===== src/rtl/serial_dac_loader.sv =====
module serial_dac_loader #(
  parameter int W    = 16,
  parameter int SYNC = 2
) (
  input  logic         clk,
  input  logic         rst_n,
  input  logic         sclk,
  input  logic         sdi,
  input  logic         latch,
  input  logic         clr,
  input  logic [1:0]   range_sel,
  output logic         sdo,
  output logic [W-1:0] dac_code,
  output logic [W-1:0] loop_level,
  output logic         at_floor
);

  localparam longint FS      = longint'(1) << W;
  localparam longint BASE_LO = FS / 6;
  localparam longint SPAN_LO = (FS * 2) / 3;
  localparam longint SPAN_20 = (FS * 5) / 6;

  logic [SYNC-1:0] sclk_p, sdi_p, lat_p;
  logic            sclk_d, lat_d;
  logic [W-1:0]    shreg, hold_q;
  logic            floor_q, sdo_q;
  logic [W-1:0]    base;
  logic [W:0]      span;
  logic [2*W:0]    prod;

  wire sclk_s    = sclk_p[SYNC-1];
  wire sdi_s     = sdi_p[SYNC-1];
  wire lat_s     = lat_p[SYNC-1];
  wire sclk_rise = sclk_s & ~sclk_d;
  wire lat_rise  = lat_s & ~lat_d;
  wire force_fl  = clr | ~rst_n;

  always_ff @(posedge clk or negedge rst_n)
    if (!rst_n) begin
      sclk_p <= '0;
      sdi_p  <= '0;
      lat_p  <= '0;
      sclk_d <= 1'b0;
      lat_d  <= 1'b0;
    end else begin
      sclk_p <= {sclk_p[SYNC-2:0], sclk};
      sdi_p  <= {sdi_p[SYNC-2:0], sdi};
      lat_p  <= {lat_p[SYNC-2:0], latch};
      sclk_d <= sclk_s;
      lat_d  <= lat_s;
    end

  always_ff @(posedge clk or negedge rst_n)
    if (!rst_n) begin
      shreg <= '0;
      sdo_q <= 1'b0;
      hold_q <= '0;
    end else begin
      if (sclk_rise && !lat_s) shreg <= {shreg[W-2:0], sdi_s};
      if (!sclk_s) sdo_q <= shreg[W-1];
      if (lat_rise && !clr) hold_q <= shreg;
    end

  always_ff @(posedge clk or posedge force_fl)
    if (force_fl) floor_q <= 1'b1;
    else if (lat_rise) floor_q <= 1'b0;

  always_comb begin
    case (range_sel)
      2'b01:   begin base = '0; span = (W+1)'(SPAN_20); end
      2'b10:   begin base = '0; span = (W+1)'(FS); end
      default: begin base = W'(BASE_LO); span = (W+1)'(SPAN_LO); end
    endcase
  end

  assign dac_code   = floor_q ? '0 : hold_q;
  assign prod       = dac_code * span;
  assign loop_level = base + prod[2*W-1:W];
  assign at_floor   = floor_q;
  assign sdo        = sdo_q;

  a_r2_hold_only_on_latch: assert property (@(posedge clk) disable iff (!rst_n)
    !lat_rise |=> $stable(hold_q));
  a_r4_sdo_still_while_high: assert property (@(posedge clk) disable iff (!rst_n)
    sclk_s |=> $stable(sdo_q));
  a_r5_no_shift_in_latch: assert property (@(posedge clk) disable iff (!rst_n)
    lat_s |=> $stable(shreg));
  a_r6_clear_floor: assert property (@(posedge clk) disable iff (!rst_n)
    clr |-> (at_floor && dac_code == '0));
  a_r6_floor_sticks: assert property (@(posedge clk) disable iff (!rst_n)
    (at_floor && !lat_rise) |=> at_floor);
  a_r9_level_above_base: assert property (@(posedge clk) disable iff (!rst_n)
    loop_level >= base);

endmodule


===== config.mk =====
export PLATFORM = sky130hd
export DESIGN_NAME = serial_dac_loader
export DESIGN_NICKNAME = d
export VERILOG_FILES = /design/src/rtl/serial_dac_loader.sv
export SDC_FILE = /design/constraint.sdc
export NUM_CORES = 1
export LEC_CHECK = 0
export BUFFER_PORTS_ARGS = -buffer_cell sky130_fd_sc_hd__buf_4
export CORE_ASPECT_RATIO = 2
export CORE_MARGIN = 1
export CORE_UTILIZATION = 55
export DETAILED_ROUTE_END_ITERATION = 12
export GPL_TIMING_DRIVEN = 0
export HOLD_SLACK_MARGIN = 0.05
export PLACE_DENSITY = 0.83
export SKIP_CTS_REPAIR_TIMING = 1
export SLEW_MARGIN = 25
export SYNTH_ARGS = -nofsm -noshare
export SYNTH_HDL_FRONTEND = slang
export SYNTH_SLANG_ARGS = --single-unit

===== constraint.sdc =====
create_clock -name clk -period 11 [get_ports clk]
set_input_delay 1.1 -clock clk [delete_from_list [all_inputs] [get_ports clk]]
set_output_delay 1.1 -clock clk [all_outputs]
set_load 0.05 [all_outputs]

[Word-level counts from Yosys, hierarchy flattened]
Cells that the tools add are included.
Storage, ports and cells
  flip-flop bits (word level): 42
  bits of input ports: 8
  output and inout bits: 34
  logic and storage cells: 27
Cells by class
  add/subtract/negate cells: 1
  $mul: 1
  equal/unequal tests: 2
  multiplexer cells: 3
  bitwise gates (word level): 6
  reduce and logical (&&, ||, !) cells: 5
Operators by type and width (number)
  17-bit one-hot mux with 2 select lines: 1
  16-bit by 17-bit multiplier with 32-bit output: 1
  14-bit by 16-bit adder with 16-bit output: 1
  16-bit 2-to-1 mux: 1
  14-bit 2-to-1 mux: 1
  1-bit inverter: 3
  1-bit bitwise AND: 2
  2-bit by 1-bit equality test with 1-bit output (second input constant): 1
  2-bit equality test (second input constant): 1
  1-bit logical AND: 2
  1-bit zero test: 2
  2-bit OR reduction: 1
  1-bit bitwise OR: 1

[Depth between registers and ports, before layout]
  word-level depth: 4
  mapped depth: 33
  mapped depth without buffers: 31

[Least setup slack after synthesis]
OpenSTA, ideal clock, no wires.
  kind: input -> output
  start point: input port range_sel[0]
  end point: output port loop_level[15]
  arrival: 9.051 ns
  required time: 9.900 ns
  slack: 0.849 ns
  cell stages on the path: 31
  path buffers: 2
  cells stage by stage: inv_1 > ha_1 > clkbuf_8 > clkbuf_1 > nand2_1 > fa_1 > fa_1 > inv_1 > fa_1 > inv_1 > fa_1 > inv_1 > fa_1 > inv_1 > fa_1 > inv_1 > ha_1 > a21oi_1 > nand2_1 > a221oi_2 > o21ba_2 > xnor2_1 > and2_1 > ha_1 > nand3_1 > nor4_4 > a2111oi_4 > o32ai_2 > nand2_1 > or4_1 > nand4_1
Between the ends
  word-level cells in the longest chain between the ends: 4
  elaborated cells on any way between the ends: 7
  those cells by class: add/sub (1); mul (1); eq/ne (2); mux (2); reduce/logical (1)
RTL lines
  from (decl): line 11  | input logic [1:0] range_sel,
  2-bit equality test or 2-bit by 1-bit equality test with 1-bit output (tied branches): line 69  | case (range_sel)
  17-bit one-hot mux with 2 select lines or 2-bit OR reduction (tied branches)
  16-bit by 17-bit multiplier with 32-bit output or 14-bit 2-to-1 mux (tied branches): line 77, 69
  14-bit by 16-bit adder with 16-bit output *: line 78  | assign loop_level = base + prod[2*W-1:W];
  to (decl): line 14  | output logic [W-1:0] loop_level,
Mark *: on every way between the ends. The rest lies on a longest branch, timed or not.

[Worst setup path in the final report]
Same ends and word-level chain as after synthesis.

==> results_dict.tcl <==
set metrics [dict create \
    drt-total-wl_mm 19.2 \
    cts_max_path_buffers 2 \
    hp-start "sdi_p[0]" \
    tightest_slew_ns 1.15 \
    maxSlewViolCount 0 \
    grt.total_usage 0.260 \
    cp-end-kind "output pin" \
    htree_levels 2 \
    coreArea_um2 14800 \
    critical_path.max_stage_delay_ns 0.57 \
    post-route-util 0.617 \
    grt_start_max_net_pins 43 \
    maxCapViolations 0 \
    drtAntennaViolNets 0 \
    syn_avg_cell_area_um2 9.51 \
    clock-root-buffer "clkbuf_16" \
    die_area_um2 15700 \
    yosysUniqueCellTypes 76 \
    ys_async_sr_fraction 1.00 \
    finalSetupViolCount 0 \
    cp-start-kind "input pin" \
    drc 0 \
    synth_edf_count 0 \
    initial_core_util 0.565 \
    diodes 0 \
    syn_inst 880 \
    drive_gt1_frac 0.133 \
    grt_pass1_wl_mm 30.8 \
    synth_area_leader_cell "fa_1" \
    synth_top_area_share 0.304 \
    layout_min_cycle_time_ns 10.60 \
    outcome "complete, no violations" \
    drt_iter0_markers 217 \
    fin_crit_sh 0.964 \
    holdWs_ns 0.347 \
    crit-reg2reg-launch "lat_p[1]" \
    first_pass_iters 4 \
    layout_commonest_cell "inv_1" \
    critPathMaxFanout 10 \
    die_h_um 176 \
    synth_warnings 0 \
    io_pins 42 \
    syn2layout_area_growth_pct 9.24 \
    netlist_area_um2 8370 \
    rows 63 \
    skew_ns 0.00371 \
    synth_area_leaders "fa_1 (30%), ha_1 (15%), dfrtp_1 (12%), inv_1 (11%), mux2_2 (4.4%)" \
    hp-class "register to register" \
    timing.fmax_mhz 94.4 \
    vias 6243 \
    cts.reportedPaths.clkPinSlew_ns 0.05 \
    cp_top_family "adder cells" \
    grt_overflow_total 0 \
    crit_path_start "range_sel[0]" \
    antenna_found_initial 0 \
    maxSlewHeadroom 0.229 \
    reg2reg_depth 3 \
    vias_per_cell 5.54 \
    rsz0062_at_grt "no" \
    ff2ff_setup_slack_ns 8.66 \
    first_global_vias 6756 \
    fillCellCount 1234 \
    place_congestion 0.949 \
    min_to "sdi_p[1]" \
    io_buffers 41 \
    critPathRequiredTime_ns 9.90 \
    seq_area_frac_synth 0.126 \
    hold_violations 0 \
    syn_nets 1117 \
    nNetsFinal 1168 \
    die_w_um 89.2 \
    crit_path_top_delay_cell "fa_1" \
    worstSetupPathType "input pin to output pin" \
    cts_buffers 5 \
    cts.sinks 42 \
    synth_flop_cell "dfrtp_1" \
    dp_hpwl_mm 16.8 \
    wl_per_cell_um 17.0 \
    mostFrequentLayoutCells "inv_1 (237), fa_1 (126), ha_1 (101)" \
    r2r-end "shreg[5]" \
    ys_ff_latch 42 \
    cts_tree "built" \
    cp_num_buf_inv 11 \
    min_path_cells 0 \
    clk_latency_ns 0.29 \
    arrival_ns 9.50 \
]
-- cells by family (layout without fill, tap and decap cells) --
kind of cell	Yosys count	after routing	synth area share
adder cells (fa/ha/maj)	229	229	0.456
XOR/XNOR	32	32	0.0357
multiplexers	34	34	0.0456
AO/OA/AOI/OAI	108	108	0.102
buffers and inverters	256	308	0.119
AND/OR/NAND/NOR	179	179	0.116
flip-flops	42	42	0.126
-- layer usage --
layer / vias to the layer above / track usage / share of wire
li1: 2882 / - / -
met3: 101 / 0.0201 / 0.018
met4: 0 / 0.231 / 0.10
met5: - / 0 / 0
met1: 3116 / 0.242 / 0.32
met2: 144 / 0.478 / 0.56
-- cell type report --
| cell class | instances | area (µm²) | area share |
|---|---|---|---|
| multi-input cells | 582 | 6360 | 0.696 |
| well taps | 195 | 244 | 0.0267 |
| clock inverters | 1 | 8.76 | 0.000958 |
| inverters | 237 | 890 | 0.0973 |
| plain buffers | 18 | 106 | 0.0116 |
| clock buffers | 7 | 143 | 0.0156 |
| flip-flops and latches | 42 | 1050 | 0.115 |
| repair buffers | 45 | 338 | 0.0369 |
-- Yosys cell counts (12+ instances only) --
library cell and count:
nor2_1 16, dfrtp_1 41, and2_1 19, xnor2_1 27
nand2_1 53, a21oi_1 24, o21ai_0 16, nor2b_1 25
mux2_2 33, inv_1 237, ha_1 102, fa_1 127
clkbuf_1 12
-- state kept, by name, indices dropped and copies added (netlist names) --
register  count
sclk_p        2
shreg        16
at_floor      1
lat_p         2
lat_d         1
sdo           1
sclk_d        1
hold_q       16
sdi_p         2
-- worst max-delay path by stage --
stage	endpoint	slack, ns	cells after the start
final	loop_level[15]	0.40	34
after global placement	loop_level[15]	-0.43	33
after floorplan	loop_level[15]	0.85	31
after global routing	loop_level[15]	0.06	34
after detailed placement	loop_level[15]	-0.52	33
after CTS	loop_level[15]	-0.52	33
-- per-stage QoR --
stage | TNS, ns | std cells | worst slack [ns] | area [µm²]
final | 0 | 1127 | 0.401 | 9140
after global routing | 0 | 1127 | 0.0641 | 9140
after CTS | -0.698 | 1124 | -0.516 | 9070
after detailed placement | -0.703 | 1116 | -0.517 | 8920
after global placement | -0.453 | 1116 | -0.426 | 8920
after floorplan | 0 | 880 | 0.849 | 8370
Power is left out: the tool's default activity adds up to more than one toggle a clock period on the data nets, which glitch-free logic cannot reach.
